<file path="config.mk">
export PLATFORM = sky130hd
export DESIGN_NAME = flash_cmd_decoder
export DESIGN_NICKNAME = d
export VERILOG_FILES = /design/src/rtl/flash_cmd_pkg.sv /design/src/rtl/sync_chain.sv /design/src/rtl/frame_shifter.sv /design/src/rtl/cmd_launch.sv /design/src/rtl/flash_cmd_decoder.sv
export SDC_FILE = /design/constraint.sdc
export NUM_CORES = 1
export LEC_CHECK = 0
export BUFFER_PORTS_ARGS = -buffer_cell sky130_fd_sc_hd__buf_2
export CAP_MARGIN = 20
export CORE_MARGIN = 4
export CORE_UTILIZATION = 59
export DETAILED_ROUTE_END_ITERATION = 7
export PLACE_DENSITY = 0.88
export SETUP_SLACK_MARGIN = 0.05
export SLEW_MARGIN = 30
export SYNTH_ARGS = -nofsm -noshare
export SYNTH_HDL_FRONTEND = slang
export SYNTH_SLANG_ARGS = --single-unit
</file>
<file path="constraint.sdc">
create_clock -name clk -period 5.05 [get_ports clk]
set_input_delay 0.505 -clock clk [delete_from_list [all_inputs] [get_ports clk]]
set_output_delay 0.505 -clock clk [all_outputs]
set_load 0.01 [all_outputs]
</file>
<file path="src/rtl/flash_cmd_pkg.sv">
package flash_cmd_pkg;

  typedef enum logic [1:0] {
    OP_NONE    = 2'd0,
    OP_LOAD    = 2'd1,
    OP_COMPARE = 2'd2,
    OP_REWRITE = 2'd3
  } page_op_e;

  typedef struct packed {
    logic     known;
    page_op_e op;
    logic     buf_sel;
  } cmd_decode_t;

  // Map an opcode onto operation and buffer; unknown codes give known=0.
  function automatic cmd_decode_t decode_opcode(input logic [7:0] opc);
    cmd_decode_t d;
    d = '{known: 1'b1, op: OP_NONE, buf_sel: 1'b0};
    case (opc)
      8'h53: begin d.op = OP_LOAD;    d.buf_sel = 1'b0; end
      8'h55: begin d.op = OP_LOAD;    d.buf_sel = 1'b1; end
      8'h60: begin d.op = OP_COMPARE; d.buf_sel = 1'b0; end
      8'h61: begin d.op = OP_COMPARE; d.buf_sel = 1'b1; end
      8'h58: begin d.op = OP_REWRITE; d.buf_sel = 1'b0; end
      8'h59: begin d.op = OP_REWRITE; d.buf_sel = 1'b1; end
      default: d.known = 1'b0;
    endcase
    return d;
  endfunction

  // Next value of a saturating bit counter.
  function automatic int unsigned next_count(input int unsigned cur, input int unsigned limit);
    return (cur >= limit) ? limit : cur + 1;
  endfunction

endpackage

</file>
<file path="src/rtl/sync_chain.sv">
module sync_chain #(
  parameter int   STAGES  = 2,
  parameter logic RST_VAL = 1'b0
) (
  input  logic clk,
  input  logic rst_n,
  input  logic d_async,
  output logic q_sync
);
  logic [STAGES-1:0] stage_q;

  generate
    for (genvar s = 0; s < STAGES; s++) begin : g_stage
      if (s == 0) begin : g_first
        always_ff @(posedge clk) begin
          if (!rst_n) stage_q[0] <= RST_VAL;
          else        stage_q[0] <= d_async;
        end
      end else begin : g_next
        always_ff @(posedge clk) begin
          if (!rst_n) stage_q[s] <= RST_VAL;
          else        stage_q[s] <= stage_q[s-1];
        end
      end
    end
  endgenerate

  assign q_sync = stage_q[STAGES-1];
endmodule

</file>
<file path="src/rtl/frame_shifter.sv">
module frame_shifter
  import flash_cmd_pkg::*;
#(
  parameter int FRAME_BITS = 32,
  parameter int OPC_BITS   = 8,
  parameter int PAGE_BITS  = 10,
  parameter int PAGE_LSB   = 9,
  parameter int SYNC_STAGES = 2
) (
  input  logic                 clk,
  input  logic                 rst_n,
  input  logic                 sck_pin,
  input  logic                 cs_n_pin,
  input  logic                 mosi_pin,
  output logic                 frame_end,
  output logic                 frame_full,
  output logic [OPC_BITS-1:0]  frame_opc,
  output logic [PAGE_BITS-1:0] frame_page
);
  localparam int CNT_MAX = FRAME_BITS + 1;
  localparam int CNT_W   = $clog2(CNT_MAX + 1);

  logic sck_s, cs_s, mosi_s;
  logic sck_d, cs_d;
  logic sck_rise, cs_rise;
  logic [FRAME_BITS-1:0] shift_q;
  logic [CNT_W-1:0]      count_q;

  sync_chain #(.STAGES(SYNC_STAGES), .RST_VAL(1'b0)) u_sck  (.clk(clk), .rst_n(rst_n), .d_async(sck_pin),  .q_sync(sck_s));
  sync_chain #(.STAGES(SYNC_STAGES), .RST_VAL(1'b1)) u_cs   (.clk(clk), .rst_n(rst_n), .d_async(cs_n_pin), .q_sync(cs_s));
  sync_chain #(.STAGES(SYNC_STAGES), .RST_VAL(1'b0)) u_mosi (.clk(clk), .rst_n(rst_n), .d_async(mosi_pin), .q_sync(mosi_s));

  always_ff @(posedge clk) begin
    if (!rst_n) begin
      sck_d <= 1'b0;
      cs_d  <= 1'b1;
    end else begin
      sck_d <= sck_s;
      cs_d  <= cs_s;
    end
  end

  assign sck_rise = sck_s & ~sck_d;
  assign cs_rise  = cs_s & ~cs_d;

  always_ff @(posedge clk) begin
    if (!rst_n) begin
      shift_q <= '0;
      count_q <= '0;
    end else if (cs_s) begin
      count_q <= '0;
    end else if (sck_rise) begin
      shift_q <= {shift_q[FRAME_BITS-2:0], mosi_s};
      count_q <= CNT_W'(next_count(int'(count_q), CNT_MAX));
    end
  end

  assign frame_end  = cs_rise;
  assign frame_full = (count_q == CNT_W'(FRAME_BITS));
  assign frame_opc  = shift_q[FRAME_BITS-1 -: OPC_BITS];
  assign frame_page = shift_q[PAGE_LSB +: PAGE_BITS];

  // no capture while chip select is deasserted
  assert_idle_no_shift_R9: assert property (@(posedge clk) disable iff (!rst_n)
    cs_s |=> $stable(shift_q));

  // the count never passes its saturation value
  assert_count_sat_R5: assert property (@(posedge clk) disable iff (!rst_n)
    count_q <= CNT_W'(CNT_MAX));
endmodule

</file>
<file path="src/rtl/cmd_launch.sv">
module cmd_launch
  import flash_cmd_pkg::*;
#(
  parameter int OPC_BITS  = 8,
  parameter int PAGE_BITS = 10
) (
  input  logic                 clk,
  input  logic                 rst_n,
  input  logic                 frame_end,
  input  logic                 frame_full,
  input  logic [OPC_BITS-1:0]  frame_opc,
  input  logic [PAGE_BITS-1:0] frame_page,
  input  logic                 engine_busy,
  output logic                 launch,
  output logic [1:0]           launch_op,
  output logic                 launch_buf,
  output logic [PAGE_BITS-1:0] launch_page,
  output logic                 busy_reject
);
  cmd_decode_t dec;
  logic        accept_ok;

  assign dec       = decode_opcode(frame_opc);
  assign accept_ok = frame_end & frame_full & dec.known;

  always_ff @(posedge clk) begin
    if (!rst_n) begin
      launch      <= 1'b0;
      busy_reject <= 1'b0;
      launch_op   <= '0;
      launch_buf  <= 1'b0;
      launch_page <= '0;
    end else begin
      launch      <= accept_ok & ~engine_busy;
      busy_reject <= accept_ok & engine_busy;
      if (accept_ok && !engine_busy) begin
        launch_op   <= dec.op;
        launch_buf  <= dec.buf_sel;
        launch_page <= frame_page;
      end
    end
  end

  // a launch always follows a chip select rise
  assert_launch_after_cs_R4: assert property (@(posedge clk) disable iff (!rst_n)
    launch |-> $past(frame_end));

  // a launch needs a full-length frame
  assert_launch_full_R5: assert property (@(posedge clk) disable iff (!rst_n)
    launch |-> $past(frame_full));

  // busy suppresses the launch and launch never meets reject
  assert_busy_blocks_R7: assert property (@(posedge clk) disable iff (!rst_n)
    launch |-> !$past(engine_busy));
  assert_excl_R7: assert property (@(posedge clk) disable iff (!rst_n)
    !(launch && busy_reject));

  // single-cycle pulse with a real operation
  assert_pulse_width_R8: assert property (@(posedge clk) disable iff (!rst_n)
    launch |=> !launch);
  assert_valid_op_R2: assert property (@(posedge clk) disable iff (!rst_n)
    launch |-> (launch_op != 2'd0));
endmodule

</file>
<file path="src/rtl/flash_cmd_decoder.sv">
module flash_cmd_decoder
  import flash_cmd_pkg::*;
#(
  parameter int FRAME_BITS  = 32,
  parameter int OPC_BITS    = 8,
  parameter int PAGE_BITS   = 10,
  parameter int PAGE_LSB    = 9,
  parameter int SYNC_STAGES = 2
) (
  input  logic                 clk,
  input  logic                 rst_n,
  input  logic                 spi_sck,
  input  logic                 spi_cs_n,
  input  logic                 spi_mosi,
  input  logic                 engine_busy,
  output logic                 launch,
  output logic [1:0]           launch_op,
  output logic                 launch_buf,
  output logic [PAGE_BITS-1:0] launch_page,
  output logic                 busy_reject
);
  logic                 frame_end;
  logic                 frame_full;
  logic [OPC_BITS-1:0]  frame_opc;
  logic [PAGE_BITS-1:0] frame_page;

  frame_shifter #(
    .FRAME_BITS(FRAME_BITS), .OPC_BITS(OPC_BITS), .PAGE_BITS(PAGE_BITS),
    .PAGE_LSB(PAGE_LSB), .SYNC_STAGES(SYNC_STAGES)
  ) u_shift (
    .clk(clk), .rst_n(rst_n),
    .sck_pin(spi_sck), .cs_n_pin(spi_cs_n), .mosi_pin(spi_mosi),
    .frame_end(frame_end), .frame_full(frame_full),
    .frame_opc(frame_opc), .frame_page(frame_page)
  );

  cmd_launch #(.OPC_BITS(OPC_BITS), .PAGE_BITS(PAGE_BITS)) u_launch (
    .clk(clk), .rst_n(rst_n),
    .frame_end(frame_end), .frame_full(frame_full),
    .frame_opc(frame_opc), .frame_page(frame_page),
    .engine_busy(engine_busy),
    .launch(launch), .launch_op(launch_op), .launch_buf(launch_buf),
    .launch_page(launch_page), .busy_reject(busy_reject)
  );

  // a reject pulse lasts a single cycle
  assert_reject_single_R7: assert property (@(posedge clk) disable iff (!rst_n)
    busy_reject |=> !busy_reject);
endmodule

</file>
==> summary.txt <==
Drt
  • DR WL met3: 178 µm
  • DRT Wirelength: 4.37 mm
  • Routed len/inst: 12.6 µm
  • Number of DRC markers in iteration 0: between 150 and 200
  • Via/cell ratio: 5.31
  • Met2 WL: 2.08 mm
  • Wl on met1: around 2 mm
  • Via Count: 1,844
  • Post-route ant nets: 0
  • Drt pass-1 iters: 4
  • # DRC: 0
  • Top Layer Used: met4

Status
  • Status: completed

Die
  • # IOs: 21
  • Core area: 4030 µm²
  • Die ar.: 5290 µm²
  • Initial Utilization: 0.613
  • Width of the die: ~73 µm
  • Rows: 23
  • Die H: 72.7 µm

Global routing
  • Vias in the first global route: 1,757
  • Largest net degree at the start of global routing: between 60 and 70
  • Total track usage: 0.185
  • GRT overflow: 0
  • Initial antenna violation count: 0
  • First-pass GRT wire length: 7.56 mm

Placement
  • Pre-CTS WS: around 2.5 ns
  • Hpwl dp: 2.69 mm
  • PortBufs: 20
  • Final GP Congestion: 0.816

Setup path
  • Max Fanout on Critical Path: 13
  • Flop-to-flop setup slack: 2.48 ns
  • CP endpoint: u_launch.launch_op[1]$_SDFFE_PN0P_
  • Worst reg2reg path depth: 4
  • Worst r2r dst: u_launch.launch_op[1]$_SDFFE_PN0P_
  • Sequence of cells on the critical path: or3b_1, a2111o_1, a211oi_4, mux2_2
  • Slowest CP cell: a211oi_4
  • CP startpoint: u_shift.shift_q[25]$_SDFFE_PN0P_
  • Critical R2R Launch: u_shift.shift_q[25]$_SDFFE_PN0P_
  • CP arrival: 2.79 ns
  • CP bufs+invs: 0
  • CP delay by family, top: compound AO/OA/AOI/OAI gates
  • CP peak stage delay: 0.78 ns
  • Critical path depth in cells: 4
  • Crit path kind: flip-flop to flip-flop
  • Startpoint types: flip-flop
  • Setup crit end kind: flip-flop
  • Critical Path RT: around 5.3 ns

STA
  • Clock skew after layout: 0.00717 ns
  • Setup_tns: 0 ns
  • Tcrit/Tclk final: 0.510
  • Final setup fails: 0
  • Final worst setup slack: ~2.5 ns
  • Crit path time final: 2.57 ns
  • Final hold vios: 0
  • Rel. slew slack: 0.404
  • Fmax: 388 MHz
  • RSZ-0062 raised after global routing: no
  • Worst-Margin Slew: 0.891 ns
  • Final Slew Violations: 0

CTS
  • Clock Path Buffers: 2
  • Later-pin clock latency in the skew report: 0.33 ns
  • CTS tree: yes
  • Setup Buffers After CTS: 0
  • CTS H-Tree Depth: 3
  • Root Buffer: clkbuf_8
  • Worst-path clk slew: 0.07 ns
  • Post-CTS sizing: 0
  • CTS Buf Count: 9
  • Clock Sink Count: 61
  • CTS Hold Bufs: 0

Yosys
  • Xor/xnor share of the synthesized area: 0.0142
  • Synth unique cells: 33
  • Adder-cell share of the synthesized area: 0.0203
  • Synthesized cell area: 2470 µm²
  • Largest family of logic cells by synthesized area: simple AND/OR/NAND/NOR gates
  • Synth warn: 0
  • Top FF cell, synth: dfxtp_1
  • Cells after Synth: 278
  • Compound-gate portion of the synthesized area: 0.141
  • Yosys reg bits: 61
  • Mux cell area share after synthesis: 0.0532
  • Simple-gate share of the synthesized area: 0.238
  • Avg Inst Size Synth: 8.89 µm²
  • Number of flops mapped to enable cells by yosys: 0
  • Sequential area share after synthesis: 0.494
  • Syn nets: 288
  • Post-synthesis async set-or-reset flop share: 0

Power
  • Total power: around 0.98 mW
  • Pwr Density: 352 nW/µm²
  • Worst VDD drop: slightly above 0.3 mV
  • P_leak: 0.959 nW

Hold path
  • Hold crit path type: input pin to flip-flop
  • Worst hold start: spi_cs_n

Layout
  • Area Overhead vs Synth: 12.7%
  • Fin nets: 302
  • Antenna cells: 0
  • Proportion of layout cells with a drive suffix above 1: 0.135
  • End-of-flow core utilization: 0.691

Job
  • Max-Cap Viols: 0
==> cells by family after synthesis <==
kind of cell               after synthesis
buffers and inverters                   21
adders and majority gates                4
AOI/OAI and AO/OA                       45
muxes                                   13
xor gates and xnor gates                 4
DFF                                     61
and+or+nand+nor                        130
==> how the worst min path moves through the flow <==
| stage | endpoint | cells past startpoint |
|---|---|---|
| 4_1_cts | u_shift.u_cs.stage_q[0]$_SDFF_PN1_ | 2 |
| 5_1_grt | u_shift.u_cs.stage_q[0]$_SDFF_PN1_ | 2 |
| 6_report | u_shift.u_cs.stage_q[0]$_SDFF_PN1_ | 2 |
| 2_1_floorplan | u_shift.u_cs.q_sync$_SDFF_PN1_ | 1 |
| 3_5_place_dp | u_shift.u_cs.q_sync$_SDFF_PN1_ | 1 |
| 3_3_place_gp | u_shift.u_cs.q_sync$_SDFF_PN1_ | 1 |
==> worst register-to-register path, cell delays in order, from the launching register on <==
cell	delay, ns
dfxtp_1	0.39
or3b_1	0.39
a2111o_1	0.47
a211oi_4	0.79
mux2_2	0.43
==> power by group <==
part | switching, mW | internal, mW
registers | 0.00110 | 0.484
clock network | 0.175 | 0.303
logic | 0.0105 | 0.00691
total | 0.187 | 0.794
==> placed cells by master, fill, tap and decap left out, types with 3 or more instances in the layout <==
cell,Yosys,final
a21boi_0,32,32
nand2b_1,8,7
o21ai_0,3,3
nor2_1,8,8
mux2i_1,12,12
nand3b_1,4,4
and2_1,7,7
nand2_1,90,90
inv_1,3,3
dfxtp_1,61,61
buf_2,0,19
clkbuf_8,0,11
ha_1,4,4
xor2_1,4,4
==> metrics by stage <==
stage               cell area [µm²]  hold slack (ns)  std cells
floorplan                      2470            0.386        278
global placement               2550            0.393        331
detailed placement             2560            0.396        331
CTS                            2780            0.344        347
global route                   2790            0.355        347
finish                         2790            0.356        347
==> flip-flops by register name, summed over array words and instances (netlist names), 2 cells and up <==
register,cells
u_launch.launch_op,2
u_launch.launch_page,10
u_shift.count_q,6
u_shift.shift_q,32
==> Yosys cell counts (2+ instances only) <==
cell	count	area (µm²)
nand2_1	90	338
dfxtp_1	61	1220
a21boi_0	32	240
clkbuf_1	16	60.1
mux2i_1	12	120
nand2b_1	8	50.1
nor2_1	8	30.0
and2_1	7	43.8
ha_1	4	50.1
nand3b_1	4	30.0
xor2_1	4	35.0
inv_1	3	11.3
o21ai_0	3	15.0
a2111o_1	2	22.5
a21oi_1	2	10.0
nand4_1	2	12.5
nand4b_1	2	17.5
nor2b_1	2	12.5
nor3b_1	2	15.0
==> layout make-up <==
type,instances,area (µm²)
Inverter,3,11.3
Tap cell,50,62.6
Sequential cell,61,1220
Timing Repair Buffer,21,110
Clock inverter,4,70.1
Fill cell,322,1240
Multi-Input combinational cell,196,1150
Clock buffer,12,155
==> metal layers <==
| metal | GRT usage | vias to the layer above |
|---|---|---|
| met5 | 0 | - |
| met4 | 0.0922 | 0 |
| met3 | 0.0647 | 12 |
| met2 | 0.311 | 36 |
| met1 | 0.209 | 847 |
| li1 | - | 949 |
No activity file was read; power rests on OpenSTA's default activity.
